[src/rtl/tsrch_pkg.sv]
package tsrch_pkg;

  // first block address of pair level s: 1 + 4 + ... + 4^(s-1)
  function automatic int blk_base(input int s);
    int acc;
    int pw;
    acc = 0;
    pw  = 1;
    for (int i = 0; i < s; i++) begin
      acc += pw;
      pw  *= 4;
    end
    return acc;
  endfunction

  function automatic int blk_span(input int s);
    int pw;
    pw = 1;
    for (int i = 0; i < s; i++) pw *= 4;
    return pw;
  endfunction

  function automatic int blk_total(input int depth);
    return blk_base(depth / 2) + ((depth % 2 != 0) ? blk_span(depth / 2) : 0);
  endfunction

  function automatic int addr_bits(input int depth);
    int n;
    n = blk_total(depth);
    return (n > 1) ? $clog2(n) : 1;
  endfunction

endpackage

[src/rtl/tsrch_mask_lut.sv]
module tsrch_mask_lut (
  input  logic [2:0] mask_i,
  output logic [1:0] child_o,
  output logic       bad_o
);
  always_comb begin
    bad_o   = 1'b0;
    child_o = 2'd0;
    unique case (mask_i)
      3'b000: child_o = 2'd0;
      3'b001: child_o = 2'd1;
      3'b011: child_o = 2'd2;
      3'b111: child_o = 2'd3;
      default: bad_o = 1'b1;
    endcase
  end
endmodule

[src/rtl/tsrch_pair_stage.sv]
module tsrch_pair_stage #(
  parameter int KEY_W  = 32,
  parameter int PATH_W = 4,
  parameter int ADDR_W = 4,
  parameter int BASE   = 0
) (
  input  logic                clk_i,
  input  logic                rst_ni,
  input  logic                in_v_i,
  input  logic [PATH_W-1:0]   in_p_i,
  input  logic                in_bad_i,
  input  logic [KEY_W-1:0]    key_i,
  output logic                rd_en_o,
  output logic [ADDR_W-1:0]   rd_addr_o,
  input  logic [3*KEY_W-1:0]  rd_data_i,
  output logic                out_v_o,
  output logic [PATH_W-1:0]   out_p_o,
  output logic                out_bad_o
);
  logic              v_a, v_b, bad_a, bad_b;
  logic [PATH_W-1:0] p_a, p_b;
  logic [KEY_W-1:0]  k_node, k_left, k_right;
  logic [2:0]        mask;
  logic [1:0]        child;
  logic              lut_bad;

  // A: address issue, B: data return
  always_ff @(posedge clk_i or negedge rst_ni) begin
    if (!rst_ni) begin
      v_a   <= 1'b0;
      bad_a <= 1'b0;
      p_a   <= '0;
      v_b   <= 1'b0;
      bad_b <= 1'b0;
      p_b   <= '0;
    end else begin
      v_a   <= in_v_i;
      bad_a <= in_bad_i;
      p_a   <= in_p_i;
      v_b   <= v_a;
      bad_b <= bad_a;
      p_b   <= p_a;
    end
  end

  assign rd_en_o   = v_a;
  assign rd_addr_o = ADDR_W'(BASE) + ADDR_W'(p_a);

  assign k_node  = rd_data_i[KEY_W-1:0];
  assign k_left  = rd_data_i[2*KEY_W-1:KEY_W];
  assign k_right = rd_data_i[3*KEY_W-1:2*KEY_W];
  assign mask    = {key_i > k_right, key_i > k_node, key_i > k_left};

  tsrch_mask_lut u_lut (
    .mask_i  (mask),
    .child_o (child),
    .bad_o   (lut_bad)
  );

  assign out_v_o   = v_b;
  assign out_p_o   = (p_b << 2) | PATH_W'(child);
  assign out_bad_o = bad_b | (v_b & lut_bad);
endmodule

[src/rtl/tsrch_tail_stage.sv]
module tsrch_tail_stage #(
  parameter int KEY_W  = 32,
  parameter int PATH_W = 5,
  parameter int ADDR_W = 5,
  parameter int BASE   = 0
) (
  input  logic                clk_i,
  input  logic                rst_ni,
  input  logic                in_v_i,
  input  logic [PATH_W-1:0]   in_p_i,
  input  logic                in_bad_i,
  input  logic [KEY_W-1:0]    key_i,
  output logic                rd_en_o,
  output logic [ADDR_W-1:0]   rd_addr_o,
  input  logic [KEY_W-1:0]    rd_data_i,
  output logic                out_v_o,
  output logic [PATH_W-1:0]   out_p_o,
  output logic                out_bad_o
);
  logic              v_a, v_b, bad_a, bad_b;
  logic [PATH_W-1:0] p_a, p_b;

  always_ff @(posedge clk_i or negedge rst_ni) begin
    if (!rst_ni) begin
      v_a   <= 1'b0;
      bad_a <= 1'b0;
      p_a   <= '0;
      v_b   <= 1'b0;
      bad_b <= 1'b0;
      p_b   <= '0;
    end else begin
      v_a   <= in_v_i;
      bad_a <= in_bad_i;
      p_a   <= in_p_i;
      v_b   <= v_a;
      bad_b <= bad_a;
      p_b   <= p_a;
    end
  end

  assign rd_en_o   = v_a;
  assign rd_addr_o = ADDR_W'(BASE) + ADDR_W'(p_a);
  assign out_v_o   = v_b;
  assign out_p_o   = (p_b << 1) | PATH_W'(key_i > rd_data_i);
  assign out_bad_o = bad_b;
endmodule

[src/rtl/tsrch_engine.sv]
module tsrch_engine #(
  parameter int KEY_W = 32,
  parameter int DEPTH = 5,
  localparam int NPAIR  = DEPTH / 2,
  localparam int HAS_TL = DEPTH % 2,
  localparam int NSTG   = NPAIR + HAS_TL,
  localparam int WORD_W = 3 * KEY_W,
  localparam int ADDR_W = tsrch_pkg::addr_bits(DEPTH),
  localparam int RD_W   = NPAIR * WORD_W + HAS_TL * KEY_W
) (
  input  logic                   clk_i,
  input  logic                   rst_ni,
  input  logic                   q_valid_i,
  input  logic [KEY_W-1:0]       q_key_i,
  output logic [NSTG-1:0]        rd_en_o,
  output logic [NSTG*ADDR_W-1:0] rd_addr_o,
  input  logic [RD_W-1:0]        rd_data_i,
  output logic                   res_valid_o,
  output logic [DEPTH-1:0]       res_slot_o,
  output logic                   res_bad_o
);
  localparam int LAT = 2 * NSTG;

  logic [KEY_W-1:0] key_q [LAT];
  logic             v_s   [NSTG+1];
  logic [DEPTH-1:0] p_s   [NSTG+1];
  logic             bad_s [NSTG+1];

  // key rides alongside the stage registers; stage s compares with key_q[2s+1]
  always_ff @(posedge clk_i) begin
    key_q[0] <= q_key_i;
    for (int j = 1; j < LAT; j++) key_q[j] <= key_q[j-1];
  end

  assign v_s[0]   = q_valid_i;
  assign p_s[0]   = '0;
  assign bad_s[0] = 1'b0;

  for (genvar s = 0; s < NPAIR; s++) begin : g_pair
    tsrch_pair_stage #(
      .KEY_W (KEY_W),
      .PATH_W(DEPTH),
      .ADDR_W(ADDR_W),
      .BASE  (tsrch_pkg::blk_base(s))
    ) u_stage (
      .clk_i     (clk_i),
      .rst_ni    (rst_ni),
      .in_v_i    (v_s[s]),
      .in_p_i    (p_s[s]),
      .in_bad_i  (bad_s[s]),
      .key_i     (key_q[2*s+1]),
      .rd_en_o   (rd_en_o[s]),
      .rd_addr_o (rd_addr_o[s*ADDR_W +: ADDR_W]),
      .rd_data_i (rd_data_i[s*WORD_W +: WORD_W]),
      .out_v_o   (v_s[s+1]),
      .out_p_o   (p_s[s+1]),
      .out_bad_o (bad_s[s+1])
    );
  end

  if (HAS_TL != 0) begin : g_tail
    tsrch_tail_stage #(
      .KEY_W (KEY_W),
      .PATH_W(DEPTH),
      .ADDR_W(ADDR_W),
      .BASE  (tsrch_pkg::blk_base(NPAIR))
    ) u_stage (
      .clk_i     (clk_i),
      .rst_ni    (rst_ni),
      .in_v_i    (v_s[NPAIR]),
      .in_p_i    (p_s[NPAIR]),
      .in_bad_i  (bad_s[NPAIR]),
      .key_i     (key_q[LAT-1]),
      .rd_en_o   (rd_en_o[NPAIR]),
      .rd_addr_o (rd_addr_o[NPAIR*ADDR_W +: ADDR_W]),
      .rd_data_i (rd_data_i[NPAIR*WORD_W +: KEY_W]),
      .out_v_o   (v_s[NSTG]),
      .out_p_o   (p_s[NSTG]),
      .out_bad_o (bad_s[NSTG])
    );
  end

  always_ff @(posedge clk_i or negedge rst_ni) begin
    if (!rst_ni) begin
      res_valid_o <= 1'b0;
      res_slot_o  <= '0;
      res_bad_o   <= 1'b0;
    end else begin
      res_valid_o <= v_s[NSTG];
      res_slot_o  <= p_s[NSTG];
      res_bad_o   <= v_s[NSTG] & bad_s[NSTG];
    end
  end
endmodule

[config.mk]
export PLATFORM = sky130hd
export DESIGN_NAME = tsrch_engine
export DESIGN_NICKNAME = d
export VERILOG_FILES = /design/src/rtl/tsrch_pkg.sv /design/src/rtl/tsrch_mask_lut.sv /design/src/rtl/tsrch_pair_stage.sv /design/src/rtl/tsrch_tail_stage.sv /design/src/rtl/tsrch_engine.sv
export SDC_FILE = /design/constraint.sdc
export NUM_CORES = 1
export LEC_CHECK = 0
export CAP_MARGIN = 20
export CORE_MARGIN = 3
export CORE_UTILIZATION = 55
export DETAILED_ROUTE_END_ITERATION = 8
export DONT_BUFFER_PORTS = 1
export GPL_TIMING_DRIVEN = 1
export PLACE_DENSITY_LB_ADDON = 0.12
export SLEW_MARGIN = 20
export SYNTH_ARGS = -nofsm -noshare
export SYNTH_HDL_FRONTEND = slang
export SYNTH_SLANG_ARGS = --single-unit
[constraint.sdc]
create_clock -name clk_i -period 2.1 [get_ports clk_i]
set_input_delay 0.42 -clock clk_i [delete_from_list [all_inputs] [get_ports clk_i]]
set_output_delay 0.42 -clock clk_i [all_outputs]
set_load 0.02 [all_outputs]
; ---- After elaboration in Yosys (flattened, before gate mapping)
; Memories as Yosys holds them, arrays and structs flattened.
; Index checks and enable logic that the tools add are counted.
[word_totals]
mem_count = 1
word_cells = 47
regBits = 29
mem_bits_rw = 192
[classes]
eq_ne = 6
order_cmp = 7
n_reduce_logical = 4
n_mux = 4
n_bitwise = 6
n_addsub = 2
[memory_table]
columns = name, words, width, read_ports, rd_ports_with_merged_regs, wr, line_no
row1 = key_q, 6, 32, 6, 0, 6, tsrch_engine.sv:24  ; logic [KEY_W-1:0] key_q [LAT];
[op_table]
columns = cell, count
row1 = > comparator 32 bit, 7
row2 = case mux 2 bit (3 select lines), 2
row3 = OR reduction 4 bit, 2
row4 = equality test 3 x 1 -> 1 bit (second input constant), 2
row5 = equality test 3 x 2 -> 1 bit (second input constant), 2
row6 = equality test 3 bit (second input constant), 2
row7 = logical NOT 3 bit, 2
row8 = adder 3 x 4 -> 5 bit (first input constant), 1
row9 = bitwise OR 5 x 1 -> 5 bit, 1
row10 = bitwise OR 4 x 2 -> 4 bit, 1
row11 = adder 1 x 2 -> 3 bit (first input constant), 1
row12 = bitwise AND 1 bit, 3
row13 = 2-to-1 mux 1 bit, 2
row14 = bitwise OR 1 bit, 1

; ---- Depth between registers and ports, before layout
; An unclocked memory read counts as a cell.
[logic_depth]
word_depth = 7
ltp_mapped = 10
mapped_depth_nobuf = 10

; ---- By module
; From an unflattened synthesis, not the netlist that was laid out.
[hier_totals]
cells_unflattened = 1044
hier_area_um2 = 10800.4
[modules_own_cells]
columns = module, area_per_inst_um2, instances, cells_each, seq_area_each_um2
row1 = tsrch_engine, 4028.9, 1, 201, 4018.9
row2 = tsrch_pair_stage (g_pair[1].u_stage), 2783.9, 1, 354, 300.3
row3 = tsrch_pair_stage (g_pair[0].u_stage), 2731.4, 1, 347, 300.3
row4 = tsrch_tail_stage, 1183.6, 1, 132, 325.3
row5 = tsrch_mask_lut, 36.3, 2, 5, 0.0

; ---- Worst setup path before layout
; No wires, ideal clock.
[synth_path]
path_kind = input to register
from = input rd_data_i[174]
to = register g_tail.u_stage.bad_a
stages = 10
t_arrival_ns = 2.245
n_path_buf = 0
required_ns = 1.982
path_slack_ns = -0.263
setup_time_ns = 0.118
path_cell_list = inv_1 -> ha_1 -> a21oi_2 -> nand2_1 -> a221o_1 -> a211o_1 -> a211oi_2 -> nor3b_1 -> mux2_4 -> a21o_1
[synth_via]
elab_chain_cells = 6
elab_cells_between_ends = 9
cone_classes = order compare: 1 / eq/ne: 3 / mux: 1 / bitwise: 2 / reduce/logical: 2
[synth_lines]
columns = element, line_no
row1 = start: declaration, tsrch_engine.sv:17  ; input logic [RD_W-1:0] rd_data_i,
row2 = > comparator 32 bit (*), tsrch_pair_stage.sv:52  ; assign mask = {key_i > k_right, key_i > k_node, key_i > k_left};
row3 = "equality test 3 bit, or another cell as far along", tsrch_mask_lut.sv:9  ; unique case (mask_i)
row4 = OR reduction 4 bit (no source line) (*), n/a
row5 = 2-to-1 mux 1 bit (*), tsrch_mask_lut.sv:9
row6 = bitwise AND 1 bit (*), tsrch_pair_stage.sv:62  ; assign out_bad_o = bad_b | (v_b & lut_bad);
row7 = bitwise OR 1 bit (*), tsrch_pair_stage.sv:62
row8 = via g_pair[1].u_stage.out_bad_o, tsrch_pair_stage.sv:18  ; output logic out_bad_o
row9 = end signal: assignment, tsrch_tail_stage.sv:33  ; bad_a <= in_bad_i;
row10 = end: declaration, tsrch_tail_stage.sv:20  ; logic v_a, v_b, bad_a, bad_b;
; Mark *: on every way through the listed nets, which the timed path passes. The rest lies on a longest branch.

==> results.json <==
{
  "failing_checks": "negative setup slack",
  "cts-buffers-inserted": 23,
  "status": "complete, but fails checks",
  "minimum_setup_slack_in_the_final_design_ns": -0.1944,
  "intPower_w": 0.008001,
  "io_buffers": 0,
  "worst_path_fanout_max": 3,
  "floorplan_core_area_mm2": 0.01827,
  "cts_root_buf": "clkbuf_16",
  "num_rows": 49,
  "minimum_period_implied_by_the_final_worst_setup_slack_ns": 2.294,
  "worst_ir_drop_vdd_mv": 0.8546,
  "route.detailed.vias_per_inst": 5.234,
  "die_width_um": 143.4,
  "hold_viol_final": 0,
  "wl_per_cell_um": 16.90,
  "total_negative_slack_for_setup_checks_ns": -0.2856,
  "fp.dieArea_mm2": 0.02055,
  "final-max-slew-violation-count": 0,
  "worst-slew-pin-transition_ns": 0.5367,
  "critPathRequiredTime_ns": 2.49,
  "path_class_of_the_lowest_slack_min_delay_path": "input port to flop",
  "max_cap_viols": 0,
  "clock_skew_ns": 0.01782,
  "clock_sinks": 221,
  "layout.nets": 1639,
  "cp.buffers_inverters": 1,
  "boundaryPins": 284,
  "netlist_instances": 1043,
  "grt_antenna_before_repair": 0,
  "antenna_left": 0,
  "worst_setup_path_end_kind": "flop",
  "grt_setup_unrepaired": "true",
  "critPathKind": "flop to flop",
  "syn2layout_area_growth_pct": 21.93,
  "finalWeightedCongestion": 0.8413,
  "timing.critical_path.slowest_stage_cell": "dfxtp_4",
  "power.net_switching_w": 0.002479,
  "synth_sequential_area_ratio": 0.4403,
  "timing.max_slew.rel_slack": 0.6396,
  "power.share.clock": 0.430,
  "pwr-share-comb": 0.126,
  "synth.lib_cells_used.distinct": 40,
  "grt_pass1_vias": 7649,
  "max_freq_mhz": 435.8,
  "antenna_cells_inserted": 0,
  "setup.worst_path.start_class": "flop",
  "cts_clock_pin_slew_for_the_worst_setup_and_hold_paths_ns": 0.07,
  "average_instance_area_after_synthesis_um2": 9.950,
  "ys_dominant_reg_cell": "dfxtp_1",
  "number_of_enable_type_register_cells_in_the_synthesized_netlist": 0,
  "synth.cell_area_mm2": 0.01038,
  "die_height_um": 143.4,
  "timing.critical_path.cells": "buf_6 > ha_4 > nand4_1 > nor2_1 > a221o_1 > a211o_1 > a211oi_2 > nor3b_2 > mux2_4 > a21o_1",
  "p_sw_frac": 0.2365,
  "half_perimeter_wire_length_of_the_detailed_placement_result_um": 19280,
  "synth_async_sr_flop_share": 0.1312,
  "global_route.usage.total": 0.2281,
  "ys_seq_elements": 221,
  "clock_tree_from_tritoncts": "built",
  "arrival_ns": 2.69,
  "setup-violations-final": 3,
  "cts.htree.levels": 1,
  "post_route_cells_drive_above_1_share": 0.1427,
  "clk-insertion-delay-late_ns": 0.50,
  "yosys_warnings": 0,
  "ratio_of_total_power_to_cell_area_mw_per_mm2": 828.2,
  "critical-path-top-delay-family": "compound AO/OA/AOI/OAI gates",
  "grt_first_pass_wirelength_um": 36990,
  "timing.reg2reg.setup_slack_ns": -0.19,
  "sequentialPowerShare": 0.444,
  "maximum_number_of_pins_on_one_net_before_global_route_repair": 30,
  "drt-pass1-iter-count": 4,
  "period_share": 1.093,
  "cellLeakagePower_nw": 6.598,
  "maximum_clock_path_buffer_count": 3,
  "fin_area_mm2": 0.01265,
  "postPlaceCellArea_mm2": 0.01118,
  "initial_core_utilization": 0.5680,
  "cp_max_stage_delay_ns": 0.36,
  "overflow": 0,
  "detailroute.via_count": 7323,
  "detailed_route_wire_length_um": 23650,
  "initialDrtViolationCount": 173,
  "drc_errors": 0
}
==> metal layers <==
metal | up-vias | part of all wire | wire [um] | GRT usage
met1 | 3290 | 0.43 | 10250 | 0.2863
met5 | - | 0 | 0 | 0
met3 | 50 | 0.062 | 1459 | 0.05225
met2 | 221 | 0.47 | 11220 | 0.3926
li1 | 3762 | - | - | -
met4 | 0 | 0.030 | 714 | 0.06938
==> flip-flops by register name, summed over array words and instances, names as in the netlist <==
signal and cells:
res_valid_o 1, g_pair.u_stage.p_a 2, g_pair.u_stage.bad_b 1, g_tail.u_stage.out_bad_o 1, g_pair.u_stage.out_v_o 2, g_pair.u_stage.p_b 2
g_pair.u_stage.bad_a 1, key_q 192, g_pair.u_stage.rd_en_o 2, g_tail.u_stage.p_a 4, res_slot_o 5, g_tail.u_stage.bad_a 1
g_tail.u_stage.p_b 4, g_tail.u_stage.rd_en_o 1, res_bad_o 1, g_tail.u_stage.out_v_o 1
==> cell type report <==
class / instances / area, um^2
fillers: 1407 / 5617
multi-input cells: 592 / 5264
flip-flops and latches: 221 / 4602
inverters: 226 / 855.8
repair buffers: 90 / 788.3
clock buffers: 30 / 641.9
well taps: 229 / 286.5
clock inverters: 11 / 215.2
==> worst register-to-register path, stage by stage, from the launching register on <==
cell and delay (ns):
dfxtp_4 0.36, buf_6 0.12, ha_4 0.23, nand4_1 0.15, nor2_1 0.06, a221o_1 0.32
a211o_1 0.25, a211oi_2 0.21, nor3b_2 0.08, mux2_4 0.26, a21o_1 0.16
==> what timing repair did <==
item / 4_1_cts / 5_1_grt
setup buffers: 5 / 1
gates resized for setup: 22 / 30
hold endpoints to repair: 62 / 0
pin swaps: 12 / 23
hold buffers: 35 / 0
endpoints found under the setup margin: 6 / 7
==> Yosys cell counts, types with 4 or more instances <==
cell type / count / area (um^2)
a21oi_1: 79 / 395.4
nand2_1: 40 / 150.1
nor2b_1: 5 / 31.28
a21o_1: 40 / 300.3
ha_1: 226 / 2828
dfxtp_1: 192 / 3844
buf_4: 10 / 75.07
inv_1: 226 / 848.3
o21ai_0: 22 / 110.1
nor3_1: 8 / 40.04
dfrtp_1: 29 / 725.7
o211ai_1: 5 / 37.54
nor2_1: 30 / 112.6
a211oi_1: 17 / 127.6
nand4_1: 47 / 294.0
o21a_1: 4 / 30.03
nand3_1: 30 / 150.1
==> path summary, 6_finish.rpt <==
kind	start	endpoint	depth (start not counted)
worst max-delay path	key_q[3][9]	g_tail.u_stage.bad_a	10
worst min-delay path	rd_data_i[223]	res_slot_o[0]	4
worst max register to register	key_q[3][9]	g_tail.u_stage.bad_a	10
worst min register to register	key_q[4][25]	key_q[5][25]	0
max in group asynchronous	rst_ni	res_bad_o	2
min in group asynchronous	rst_ni	g_tail.u_stage.bad_a	2
==> through the flow <==
step | utilization | hold slack (ns) | total power [W] | setup WS (ns) | std cells
3_5_place_dp | 0.6119 | 0.1251 | 0.005941 | -0.2812 | 1318
6_report | 0.6926 | 0.3177 | 0.01048 | -0.1944 | 1399
5_1_grt | 0.6926 | 0.3241 | 0.01101 | -0.2589 | 1399
2_1_floorplan | - | 0.1244 | 0.005566 | -0.06301 | 1049
3_3_place_gp | 0.6119 | 0.1252 | 0.005894 | -0.2498 | 1318
4_1_cts | 0.6852 | 0.3158 | 0.01054 | -0.2067 | 1398
==> cell families after synthesis <==
logic type,share of synthesized area
other,0.0003614
xor gates and xnor gates,0.003377
adders and majority gates,0.2725
and+or+nand+nor,0.08271
muxes,0.001446
buffers and inverters,0.08898
DFF,0.4403
AOI/OAI and AO/OA,0.1103
==> placed cells by master, fill, tap and decap left out, types with 7 or more instances in the layout <==
cell type,count
dlygate4sd3_1,34
nand4_1,47
clkbuf_16,23
nand2_1,40
conb_1,7
dfxtp_1,178
buf_4,51
dfxtp_2,8
ha_1,207
nand3_1,30
a21oi_1,79
inv_1,214
inv_2,11
a21o_1,40
nor2_1,22
dfrtp_1,29
ha_4,19
o21ai_0,19
a211oi_1,14
nor2_2,8
==> power groups by stage <==
| stage | combinational, W | sequential, W | clock (W) |
|---|---|---|---|
| 5_1_grt | 0.00154 | 0.00468 | 0.00479 |
| 3_3_place_gp | 0.00116 | 0.00473 | 0 |
| 3_5_place_dp | 0.00120 | 0.00474 | 0 |
| 4_1_cts | 0.00129 | 0.00465 | 0.00459 |
| 6_report | 0.00132 | 0.00465 | 0.00451 |
| 2_1_floorplan | 0.000897 | 0.00467 | 0 |
(Power assumes the default switching activity.)
